File: src/rtl/synth_pkg.sv
package synth_pkg;
    localparam int ADDR_W  = 3;
    localparam int DATA_W  = 16;
    localparam int WORD_W  = DATA_W + ADDR_W;
    localparam int MIN_DIV = 16;

    localparam logic [ADDR_W-1:0] SEL_TX_REF = 3'd0;
    localparam logic [ADDR_W-1:0] SEL_RX_REF = 3'd1;
    localparam logic [ADDR_W-1:0] SEL_AUX    = 3'd2;
    localparam logic [ADDR_W-1:0] SEL_TX_FB  = 3'd3;
    localparam logic [ADDR_W-1:0] SEL_RX_FB  = 3'd4;
    localparam logic [ADDR_W-1:0] SEL_MODE   = 3'd5;

    typedef struct packed {
        logic pwr_save;
        logic host_div3;
        logic rx_aux;
        logic tx_aux;
    } mode_t;
endpackage

File: src/rtl/synth_serial_port.sv
module synth_serial_port
    import synth_pkg::*;
#(
    parameter int REF_W = 12,
    parameter int AUX_W = 14,
    parameter int FB_W  = 16
) (
    input  logic             clk,
    input  logic             rst_n,
    input  logic             ser_clk,
    input  logic             ser_dat,
    input  logic             ser_sel_n,
    output logic [REF_W-1:0] tx_ref_ratio,
    output logic [REF_W-1:0] rx_ref_ratio,
    output logic [AUX_W-1:0] aux_ratio,
    output logic [FB_W-1:0]  tx_fb_ratio,
    output logic [FB_W-1:0]  rx_fb_ratio,
    output mode_t            mode
);
    typedef struct packed {
        logic              sclk;
        logic              sel;
        logic [WORD_W-1:0] sr;
        logic [REF_W-1:0]  tx_ref;
        logic [REF_W-1:0]  rx_ref;
        logic [AUX_W-1:0]  aux;
        logic [FB_W-1:0]   tx_fb;
        logic [FB_W-1:0]   rx_fb;
        mode_t             mode;
    } sp_t;

    sp_t s_d, s_q;
    logic [DATA_W-1:0] word_data;
    logic [ADDR_W-1:0] word_addr;

    assign word_data = s_q.sr[WORD_W-1:ADDR_W];
    assign word_addr = s_q.sr[ADDR_W-1:0];

    always_comb begin
        s_d      = s_q;
        s_d.sclk = ser_clk;
        s_d.sel  = ser_sel_n;
        if (!ser_sel_n && ser_clk && !s_q.sclk)
            s_d.sr = {s_q.sr[WORD_W-2:0], ser_dat};
        if (ser_sel_n && !s_q.sel) begin
            case (word_addr)
                SEL_TX_REF: s_d.tx_ref = word_data[REF_W-1:0];
                SEL_RX_REF: s_d.rx_ref = word_data[REF_W-1:0];
                SEL_AUX:    s_d.aux    = word_data[AUX_W-1:0];
                SEL_TX_FB:  s_d.tx_fb  = word_data[FB_W-1:0];
                SEL_RX_FB:  s_d.rx_fb  = word_data[FB_W-1:0];
                SEL_MODE:   s_d.mode   = word_data[$bits(mode_t)-1:0];
                default:    ;
            endcase
        end
    end

    always_ff @(posedge clk or negedge rst_n) begin
        if (!rst_n) begin
            s_q.sclk   <= 1'b0;
            s_q.sel    <= 1'b1;
            s_q.sr     <= '0;
            s_q.tx_ref <= REF_W'(MIN_DIV);
            s_q.rx_ref <= REF_W'(MIN_DIV);
            s_q.aux    <= AUX_W'(MIN_DIV);
            s_q.tx_fb  <= FB_W'(MIN_DIV);
            s_q.rx_fb  <= FB_W'(MIN_DIV);
            s_q.mode   <= '0;
        end else begin
            s_q <= s_d;
        end
    end

    assign tx_ref_ratio = s_q.tx_ref;
    assign rx_ref_ratio = s_q.rx_ref;
    assign aux_ratio    = s_q.aux;
    assign tx_fb_ratio  = s_q.tx_fb;
    assign rx_fb_ratio  = s_q.rx_fb;
    assign mode         = s_q.mode;


    shift_idle_chk: assert property (@(posedge clk) disable iff (!rst_n)
        $past(ser_sel_n) |-> $stable(s_q.sr));
endmodule

File: src/rtl/synth_divider.sv
module synth_divider
    import synth_pkg::*;
#(
    parameter int W = 12
) (
    input  logic         clk,
    input  logic         rst_n,
    input  logic         hold,
    input  logic         ev,
    input  logic [W-1:0] ratio,
    output logic         tc
);
    typedef struct packed {
        logic [W-1:0] cnt;
        logic         tc;
    } dv_t;

    dv_t d_d, d_q;
    logic [W-1:0] eff;

    assign eff = (ratio < W'(MIN_DIV)) ? W'(MIN_DIV) : ratio;

    always_comb begin
        d_d    = d_q;
        d_d.tc = 1'b0;
        if (hold) begin
            d_d.cnt = eff - 1'b1;
        end else if (ev) begin
            if (d_q.cnt == '0) begin
                d_d.tc  = 1'b1;
                d_d.cnt = eff - 1'b1;
            end else begin
                d_d.cnt = d_q.cnt - 1'b1;
            end
        end
    end

    always_ff @(posedge clk or negedge rst_n) begin
        if (!rst_n) begin
            d_q.cnt <= W'(MIN_DIV - 1);
            d_q.tc  <= 1'b0;
        end else begin
            d_q <= d_d;
        end
    end

    assign tc = d_q.tc;


    tc_spacing_chk: assert property (@(posedge clk) disable iff (!rst_n)
        tc |=> !tc);

    tc_cause_chk: assert property (@(posedge clk) disable iff (!rst_n)
        tc |-> $past(ev && !hold));
endmodule

File: src/rtl/synth_pfd.sv
module synth_pfd (
    input  logic clk,
    input  logic rst_n,
    input  logic hold,
    input  logic ref_p,
    input  logic fb_p,
    output logic up,
    output logic dn
);
    typedef struct packed {
        logic up;
        logic dn;
    } pf_t;

    pf_t p_d, p_q;
    logic u_n, d_n;

    assign u_n = p_q.up | ref_p;
    assign d_n = p_q.dn | fb_p;

    always_comb begin
        p_d = p_q;
        if (hold || (u_n && d_n)) begin
            p_d.up = 1'b0;
            p_d.dn = 1'b0;
        end else begin
            p_d.up = u_n;
            p_d.dn = d_n;
        end
    end

    always_ff @(posedge clk or negedge rst_n) begin
        if (!rst_n) p_q <= '0;
        else        p_q <= p_d;
    end

    assign up = p_q.up;
    assign dn = p_q.dn;


    pfd_excl_chk: assert property (@(posedge clk) disable iff (!rst_n)
        !(up && dn));

    pfd_hold_chk: assert property (@(posedge clk) disable iff (!rst_n)
        hold |=> (!up && !dn));
endmodule

File: src/rtl/synth_lock.sv
module synth_lock #(
    parameter int LOOPS  = 2,
    parameter int WIN    = 4,
    parameter int LOCK_N = 4
) (
    input  logic             clk,
    input  logic             rst_n,
    input  logic             hold,
    input  logic [LOOPS-1:0] up,
    input  logic [LOOPS-1:0] dn,
    input  logic             ref_p,
    output logic             lock
);
    localparam int WC_W = $clog2(WIN + 1);
    localparam int LC_W = $clog2(LOCK_N + 1);

    typedef struct packed {
        logic [LOOPS-1:0][WC_W-1:0] wcnt;
        logic [LC_W-1:0]            lcnt;
        logic                       lock;
    } lk_t;

    lk_t l_d, l_q;
    logic [LOOPS-1:0] wide;
    logic             err;

    for (genvar l = 0; l < LOOPS; l++) begin : g_wide
        assign wide[l] = (up[l] | dn[l]) && (l_q.wcnt[l] >= WC_W'(WIN - 1));
    end
    assign err = |wide;

    always_comb begin
        l_d = l_q;
        for (int l = 0; l < LOOPS; l++) begin
            if (hold || !(up[l] | dn[l]))
                l_d.wcnt[l] = '0;
            else if (l_q.wcnt[l] != WC_W'(WIN))
                l_d.wcnt[l] = l_q.wcnt[l] + 1'b1;
        end
        if (hold || err)
            l_d.lcnt = '0;
        else if (ref_p && l_q.lcnt != LC_W'(LOCK_N))
            l_d.lcnt = l_q.lcnt + 1'b1;
        l_d.lock = !hold && !err && (l_d.lcnt == LC_W'(LOCK_N));
    end

    always_ff @(posedge clk or negedge rst_n) begin
        if (!rst_n) l_q <= '0;
        else        l_q <= l_d;
    end

    assign lock = l_q.lock;


    lock_rise_chk: assert property (@(posedge clk) disable iff (!rst_n)
        $rose(lock) |-> $past(ref_p));

    lock_drop_chk: assert property (@(posedge clk) disable iff (!rst_n)
        err |=> !lock);
endmodule

File: src/rtl/dual_synth_core.sv
module dual_synth_core
    import synth_pkg::*;
#(
    parameter int REF_W  = 12,
    parameter int AUX_W  = 14,
    parameter int FB_W   = 16,
    parameter int WIN    = 4,
    parameter int LOCK_N = 4
) (
    input  logic clk,
    input  logic rst_n,
    input  logic ser_clk,
    input  logic ser_dat,
    input  logic ser_sel_n,
    input  logic tx_fb_tick,
    input  logic rx_fb_tick,
    output logic tx_up,
    output logic tx_dn,
    output logic rx_up,
    output logic rx_dn,
    output logic lock,
    output logic host_clk
);
    localparam int LOOPS = 2;

    logic [REF_W-1:0] ref_ratio [LOOPS];
    logic [FB_W-1:0]  fb_ratio  [LOOPS];
    logic [AUX_W-1:0] aux_ratio;
    mode_t            mode;
    logic [LOOPS-1:0] own_tc, fb_tc, ref_sel, tick, use_aux, up, dn;
    logic             aux_tc;

    synth_serial_port #(.REF_W(REF_W), .AUX_W(AUX_W), .FB_W(FB_W)) u_port (
        .clk(clk), .rst_n(rst_n), .ser_clk(ser_clk), .ser_dat(ser_dat),
        .ser_sel_n(ser_sel_n), .tx_ref_ratio(ref_ratio[0]),
        .rx_ref_ratio(ref_ratio[1]), .aux_ratio(aux_ratio),
        .tx_fb_ratio(fb_ratio[0]), .rx_fb_ratio(fb_ratio[1]), .mode(mode)
    );

    synth_divider #(.W(AUX_W)) u_aux_div (
        .clk(clk), .rst_n(rst_n), .hold(mode.pwr_save), .ev(1'b1),
        .ratio(aux_ratio), .tc(aux_tc)
    );

    assign tick    = {rx_fb_tick, tx_fb_tick};
    assign use_aux = {mode.rx_aux, mode.tx_aux};

    for (genvar l = 0; l < LOOPS; l++) begin : g_loop
        synth_divider #(.W(REF_W)) u_ref_div (
            .clk(clk), .rst_n(rst_n), .hold(mode.pwr_save), .ev(1'b1),
            .ratio(ref_ratio[l]), .tc(own_tc[l])
        );
        synth_divider #(.W(FB_W)) u_fb_div (
            .clk(clk), .rst_n(rst_n), .hold(mode.pwr_save), .ev(tick[l]),
            .ratio(fb_ratio[l]), .tc(fb_tc[l])
        );
        assign ref_sel[l] = use_aux[l] ? aux_tc : own_tc[l];
        synth_pfd u_pfd (
            .clk(clk), .rst_n(rst_n), .hold(mode.pwr_save),
            .ref_p(ref_sel[l]), .fb_p(fb_tc[l]), .up(up[l]), .dn(dn[l])
        );
    end

    synth_lock #(.LOOPS(LOOPS), .WIN(WIN), .LOCK_N(LOCK_N)) u_lock (
        .clk(clk), .rst_n(rst_n), .hold(mode.pwr_save), .up(up), .dn(dn),
        .ref_p(ref_sel[0]), .lock(lock)
    );

    assign tx_up = up[0];
    assign tx_dn = dn[0];
    assign rx_up = up[1];
    assign rx_dn = dn[1];

    typedef struct packed {
        logic [1:0] cnt;
        logic       clk_o;
    } hc_t;

    hc_t h_d, h_q;
    logic [1:0] h_last;

    assign h_last = mode.host_div3 ? 2'd2 : 2'd3;

    always_comb begin
        h_d       = h_q;
        h_d.cnt   = (h_q.cnt >= h_last) ? 2'd0 : h_q.cnt + 2'd1;
        h_d.clk_o = mode.host_div3 ? (h_d.cnt == 2'd0) : (h_d.cnt < 2'd2);
    end

    always_ff @(posedge clk or negedge rst_n) begin
        if (!rst_n) h_q <= '0;
        else        h_q <= h_d;
    end

    assign host_clk = h_q.clk_o;


    host_high_chk: assert property (@(posedge clk) disable iff (!rst_n)
        (host_clk && $past(host_clk)) |=> !host_clk);
endmodule

File: config.mk
export PLATFORM = sky130hd
export DESIGN_NAME = dual_synth_core
export DESIGN_NICKNAME = d
export VERILOG_FILES = /design/src/rtl/synth_pkg.sv /design/src/rtl/synth_serial_port.sv /design/src/rtl/synth_divider.sv /design/src/rtl/synth_pfd.sv /design/src/rtl/synth_lock.sv /design/src/rtl/dual_synth_core.sv
export SDC_FILE = /design/constraint.sdc
export NUM_CORES = 1
export LEC_CHECK = 0
export ABC_AREA = 0
export BUFFER_PORTS_ARGS = -buffer_cell sky130_fd_sc_hd__buf_2
export CAP_MARGIN = 20
export CORE_UTILIZATION = 30
export CTS_CLUSTER_SIZE = 14
export DETAILED_ROUTE_END_ITERATION = 16
export HOLD_SLACK_MARGIN = 0.05
export PLACE_DENSITY = 0.43
export SETUP_SLACK_MARGIN = 0.4
export SLEW_MARGIN = 20
export SYNTH_ARGS = -nofsm -noshare
export SYNTH_HDL_FRONTEND = slang
export SYNTH_SLANG_ARGS = --single-unit
File: constraint.sdc
create_clock -name clk -period 5 [get_ports clk]
set_input_delay 0.5 -clock clk [delete_from_list [all_inputs] [get_ports clk]]
set_output_delay 0.5 -clock clk [all_outputs]
set_load 0.02 [all_outputs]
==> results.sh, run 1 <==
export IMPL_static_leakage_power_nw=4.87
export IMPL_initial_drt_markers=279
export IMPL_synthesis_area_per_instance_um2=10.4
export IMPL_max_vdd_ir_drop_uv=268
export IMPL_post_cts_resize_count=0
export IMPL_fillers=3308
export IMPL_finalCritPeriodShare_pct=65.6
export IMPL_layout_cells_most_common_list="dfrtp_1, mux2_2, nor2_1, nand2_1, nor3_1"
export IMPL_synth_yosys_warnings=0
export IMPL_synth_net_count=988
export IMPL_cts_made_buffers=17
export IMPL_final_layout_size_suffix_gt1_share_pct=19.5
export IMPL_cts_reportedPaths_clkPinSlew_ns=0.07
export IMPL_crit_required_ns=5.32
export IMPL_timing_fmax_ghz=0.305
export IMPL_num_nets_final=994
export IMPL_layout_cells_most_common="dfrtp_1"
export IMPL_via_count_of_the_first_global_routing_pass=7245
export IMPL_synth_to_final_area_change_pct=11.8
export IMPL_crit_path_end_kind="register"
export IMPL_async_set_or_reset_flop_fraction_in_the_synthesized_netlist_pct=100
export IMPL_max_cap_violations=0
export IMPL_antenna_found_initial=0
export IMPL_proportion_of_synthesized_chip_area_in_sequential_cells_pct=47.2
export IMPL_status="complete, no violations"
export IMPL_post_synth_num_cell_types=74
export IMPL_n_antenna_cell=0
export IMPL_synth_seq_cells=187
export IMPL_die_y_um=184
export IMPL_postPlaceCellArea_um2=10600
export IMPL_wire_per_inst_um=17.0
export IMPL_postLayoutCellArea_um2=11200
export IMPL_drt_total_wl_um=24200
export IMPL_final_period_minus_worst_setup_slack_ns=3.28
export IMPL_hold_viol=0
export IMPL_place_hpwl_um=16500
export IMPL_cts_htree_levels=4
export IMPL_timing_critical_path_fanout_max=7
export IMPL_cts_tree="done"
export IMPL_critical_path_arrival_ns=3.60
export IMPL_drc=0
export IMPL_setup_violations_final=0
export IMPL_unrepaired_setup_endpoints_after_global_routing="no"
export IMPL_total_power_mw=5.48
export IMPL_grt_overflow_total=0
export IMPL_ys_dominant_reg_cell="dfrtp_1"
export IMPL_slew_headroom_pct=25.7
export IMPL_root_buffer="clkbuf_16"
export IMPL_worst_skew_late_latency_ns=0.44
export IMPL_worstSetupPathType="reg -> reg"
export IMPL_globalplace_congestion=0.747
export IMPL_post_drt_via_cell_ratio=5.09
export IMPL_fin_tns_setup_ns=0
export IMPL_global_route_usage_total_pct=15.3
export IMPL_io_buffer_count=12
export IMPL_slew_at_the_pin_closest_to_its_max_slew_limit_ns=1.11
export IMPL_fin_skew_ns=0.00939
export IMPL_synth_area_um2=9990
export IMPL_cp_start_kind="register"
export IMPL_post_synth_edffs=0
export IMPL_cts_sink_count=187
export IMPL_detail_route_antenna_nets=0
export IMPL_boundaryPins=13
export IMPL_placeableCoreArea_um2=32600
export IMPL_finalCoreUtilization_pct=34.2
export IMPL_die_footprint_um2=34000
export IMPL_maxSlewViolCount=0
export IMPL_cts_repair_timing_setup_buffer_count=0
export IMPL_cts_hold_buf=0
export IMPL_post_synth_inst_count=958
export IMPL_clock_tree_buffer_depth=2
export IMPL_hp_class="in -> async"
export IMPL_powerDensity_nw_per_um2=490
export IMPL_num_rows=66
export IMPL_start_util_pct=30.6
export IMPL_via_count=7218
export IMPL_die_x_um=184
export IMPL_first_pass_grt_wire_length_um=40400
export IMPL_drt_pass1_iterations=4
export IMPL_grt_max_degree=96
[cell usage after synthesis, types with 4 or more instances]
library cell | number | share of area, %
a211oi_1 | 8 | 0.60
a21oi_1 | 44 | 2.2
a22oi_1 | 7 | 0.53
a31oi_1 | 7 | 0.44
and2_1 | 4 | 0.25
and3_1 | 6 | 0.38
clkbuf_1 | 30 | 1.1
dfrtp_1 | 161 | 40
dfstp_2 | 26 | 6.8
ha_1 | 23 | 2.9
inv_1 | 32 | 1.2
mux2_2 | 93 | 10
mux2i_1 | 14 | 1.4
nand2_1 | 64 | 2.4
nand2b_1 | 4 | 0.25
nand3_1 | 10 | 0.50
nand3b_1 | 10 | 0.75
nor2_1 | 69 | 2.6
nor3_1 | 54 | 2.7
nor3b_1 | 11 | 0.83
nor4_1 | 25 | 1.6
nor4b_1 | 6 | 0.53
o2111ai_1 | 4 | 0.35
o211ai_1 | 11 | 0.83
o21a_1 | 7 | 0.53
o21ai_0 | 43 | 2.2
o22ai_1 | 8 | 0.50
o31ai_1 | 6 | 0.45
o41ai_1 | 4 | 0.35
or2_2 | 5 | 0.31
or3_1 | 12 | 0.75
or4_1 | 20 | 1.5
or4b_1 | 4 | 0.40
xnor2_1 | 35 | 3.1
xor2_1 | 27 | 2.4
[report_power, final]
part	leakage, nW	switching [mW]	internal (mW)
clock	0.278	0.648	0.750
sequential	2.44	0.471	1.91
combinational	2.15	0.975	0.721
total	4.87	2.09	3.38
[worst paths after layout]
kind | start | end | slack (ns) | depth (start not counted)
min reg2reg | g_loop[1].u_fb_div.tc | g_loop[1].u_pfd.up | 0.44 | 1
min in group clk | ser_clk | u_port.s_q[94] | 0.17 | 1
max reg2reg | u_port.tx_fb_ratio[14] | g_loop[0].u_fb_div.d_q[15] | 1.72 | 9
max in group asynchronous | rst_n | g_loop[1].u_fb_div.d_q[2] | 3.87 | 2
min | rst_n | u_port.rx_ref_ratio[3] | 0.15 | 1
max | u_port.tx_fb_ratio[14] | g_loop[0].u_fb_div.d_q[15] | 1.72 | 9
[cell type report]
type / instances / area [um2] / area share (%)
Multi-Input combinational cell: 704 / 5040 / 45.1
Sequential cell: 187 / 4710 / 42.2
Tap cell: 442 / 553 / 4.95
Clock buffer: 18 / 429 / 3.84
Clock inverter: 14 / 161 / 1.44
Timing Repair Buffer: 22 / 156 / 1.40
Inverter: 32 / 120 / 1.08
[logic make-up (layout without fill, tap and decap cells)]
group / Yosys count / after routing / share of synthesized area, %
mux: 107 / 107 / 11.9
compound gates: 188 / 188 / 12.5
buf+inv: 67 / 86 / 2.54
xor+xnor: 62 / 62 / 5.44
flops: 187 / 187 / 47.2
fa+ha+maj: 23 / 23 / 2.88
simple gates: 324 / 324 / 17.5
[flip-flops by register name, summed over array words and instances, names as in the netlist, 9 cells and up]
signal / cells
u_lock.l_q: 9
u_port.s_q: 21
g_loop.u_fb_div.d_q: 32
u_aux_div.d_q: 14
u_port.tx_fb_ratio: 16
g_loop.u_ref_div.d_q: 24
u_port.rx_fb_ratio: 16
u_port.rx_ref_ratio: 12
u_port.tx_ref_ratio: 12
u_port.aux_ratio: 14
[metal layers]
| metal | up-vias | global-route usage (%) | part of all wire (%) |
|---|---|---|---|
| met4 | 0 | 4.73 | 1.2 |
| met5 | - | 0 | 0 |
| met3 | 12 | 2.09 | 2.3 |
| met2 | 68 | 24.9 | 47 |
| met1 | 3591 | 21.0 | 49 |
| li1 | 3547 | - | - |
[through the flow]
step                      setup slack (ns)  instances  hold slack, ns
after detailed placement              1.72       1387           0.428
after global placement                1.73       1387           0.429
after floorplan                       2.04        958           0.204
after global routing                  1.34       1419           0.164
final                                 1.72       1419           0.146
after CTS                             1.71       1419           0.152
[critical path, cell delays in order, from the launching register on]
cell and delay (ns):
dfrtp_1 0.40, or4_1 0.62, or4b_1 0.66, nand2_1 0.14, ha_1 0.22, nor3b_1 0.29, o2111ai_1 0.26, nor4_1 0.33
xnor2_1 0.16, a21oi_1 0.08
Power figures use the tool's default switching activity.
==> run 2, diff against run 1 <==
==> constraint.sdc (replaced) <==
create_clock -name clk -period 3.4 [get_ports clk]
set_input_delay 0.34 -clock clk [delete_from_list [all_inputs] [get_ports clk]]
set_output_delay 0.34 -clock clk [all_outputs]
set_load 0.02 [all_outputs]
==> results.sh, run 2 (synthesis gave the netlist of run 1 again) <==
export IMPL_grt_max_degree=86
export IMPL_global_route_usage_total_pct=15.4
export IMPL_cts_htree_levels=4
export IMPL_critical_path_max_stage_delay_ns=0.57
export IMPL_start_util_pct=30.6
export IMPL_worstSetupPathType="reg -> reg"
export IMPL_cts_reportedPaths_clkPinSlew_ns=0.08
export IMPL_hold_viol=0
export IMPL_placeableCoreArea_um2=32600
export IMPL_root_buffer="clkbuf_16"
export IMPL_unrepaired_setup_endpoints_after_global_routing="no"
export IMPL_layout_cells_most_common_list="dfrtp_1, mux2_2, nor2_1, nand2_1, nor3_1"
export IMPL_critical_path_arrival_ns=3.17
export IMPL_via_count=7278
export IMPL_multi_input_comb_area_um2=5200
export IMPL_drt_total_wl_um=24600
export IMPL_maxSlewViolCount=0
export IMPL_cpLargestDelayFamily="simple AND/OR/NAND/NOR gates"
export IMPL_initial_drt_markers=377
export IMPL_layout_cells_most_common="dfrtp_1"
export IMPL_crit_path_end_kind="register"
export IMPL_fillers=3269
export IMPL_cp_cell_sequence="or4_4, or4b_4, nand2_1, ha_4, nor4b_2, o211ai_1, o21a_1, nor3_1, a21oi_1"
export IMPL_detail_route_antenna_nets=0
export IMPL_hp_class="in -> reg"
export IMPL_max_vdd_ir_drop_uv=393
export IMPL_clock_tree_buffer_depth=2
export IMPL_die_y_um=184
export IMPL_antenna_found_initial=0
export IMPL_fin_tns_setup_ns=0
export IMPL_boundaryPins=13
export IMPL_io_buffer_count=12
export IMPL_die_x_um=184
export IMPL_fin_worst_hold_slack_ns=0.149
export IMPL_slew_at_the_pin_closest_to_its_max_slew_limit_ns=0.910
export IMPL_slew_headroom_pct=39.1
export IMPL_die_footprint_um2=34000
export IMPL_via_count_of_the_first_global_routing_pass=7331
export IMPL_worst_skew_late_latency_ns=0.45
export IMPL_num_rows=66
export IMPL_setup_violations_final=0
export IMPL_reg_top3="g_loop.u_fb_div.d_q: 32 flops, g_loop.u_ref_div.d_q: 24 flops, u_port.s_q: 21 flops"
export IMPL_cts_made_buffers=17
export IMPL_max_ffs_per_register=32
export IMPL_fin_skew_ns=0.0103
export IMPL_n_antenna_cell=0
export IMPL_powerDensity_nw_per_um2=715
export IMPL_final_period_minus_worst_setup_slack_ns=2.87
export IMPL_drt_pass1_iterations=4
export IMPL_synth_to_final_area_change_pct=15.8
export IMPL_first_pass_grt_wire_length_um=40400
export IMPL_status="complete, no violations"
export IMPL_final_layout_size_suffix_gt1_share_pct=24.6
export IMPL_largest_register_by_flop_count="g_loop.u_fb_div.d_q"
export IMPL_drc=0
export IMPL_wire_per_inst_um=17.0
export IMPL_cpMaxStageDelayCell="or4_4"
export IMPL_cts_sink_count=187
export IMPL_globalplace_congestion=0.755
export IMPL_final_seq_area_um2=4720
export IMPL_cts_tree="done"
export IMPL_cp_num_buf_inv=0
export IMPL_max_cap_violations=0
export IMPL_grt_overflow_total=0
export IMPL_timing_critical_path_fanout_max=6
export IMPL_timing_fmax_ghz=0.348
export IMPL_static_leakage_power_nw=5.05
export IMPL_finalCritPeriodShare_pct=84.5
export IMPL_crit_required_ns=3.69
export IMPL_num_nets_final=1023
export IMPL_cp_start_kind="register"
export IMPL_place_hpwl_um=16800
export IMPL_post_drt_via_cell_ratio=5.03
-- run 2: report_power, final --
part	internal (mW)	switching, mW
sequential	2.81	0.670
clock	1.06	1.01
combinational	1.19	1.53
-- run 2: metal layers --
metal / track usage [%] / routed length [um] / share of wire, % / vias up
met5: 0 / 0 / 0 / -
met2: 24.9 / 11600 / 47 / 87
met3: 2.65 / 664 / 2.7 / 24
met1: 20.9 / 12000 / 49 / 3561
li1: - / - / - / 3606
met4: 5.07 / 374 / 1.5 / 0
-- run 2: worst register-to-register path, stage by stage, from the launching register on --
cell	delay [ns]
dfrtp_2	0.45
or4_4	0.57
or4b_4	0.53
nand2_1	0.15
ha_4	0.17
nor4b_2	0.19
o211ai_1	0.20
o21a_1	0.22
nor3_1	0.18
a21oi_1	0.06
-- run 2: per-stage QoR --
step	cells	cell area (um2)	utilization (%)	setup slack, ns	total power [mW]
6_report	1448	11600	35.5	0.525	8.27
5_1_grt	1448	11600	35.5	0.368	8.89
4_1_cts	1436	11400	34.9	0.405	8.26
3_5_place_dp	1399	10700	32.7	0.213	6.11
3_3_place_gp	1399	10700	32.7	0.224	6.11
2_1_floorplan	958	9990	-	0.437	5.22
-- run 2: worst paths after layout --
kind,cells after the start,startpoint,to,slack (ns)
max in group asynchronous,3,rst_n,g_loop[1].u_fb_div.d_q[1],2.15
worst min register to register,1,g_loop[1].u_fb_div.tc,g_loop[1].u_pfd.up,0.43
min in group asynchronous,2,rst_n,g_loop[1].u_ref_div.d_q[5],0.40
worst min-delay path,2,ser_dat,u_port.s_q[74],0.15
worst max register to register,9,u_port.rx_ref_ratio[8],g_loop[1].u_ref_div.d_q[9],0.53
worst max-delay path,9,u_port.rx_ref_ratio[8],g_loop[1].u_ref_div.d_q[9],0.53
-- run 2: timing repair --
action | in CTS | in global routing
pin swaps | 3 | 9
buffers inserted | 2 | 12
hold buffers | 3 | 0
endpoints found under the setup margin | 11 | 19
hold endpoints to repair | 45 | 0
resized for setup | 11 | 24
-- run 2: final cells by class --
class	instances	area share, %
flip-flops and latches	187	40.8
repair buffers	51	3.30
well taps	442	4.78
inverters	32	1.04
clock inverters	15	1.50
clock buffers	17	3.68
multi-input cells	704	44.9
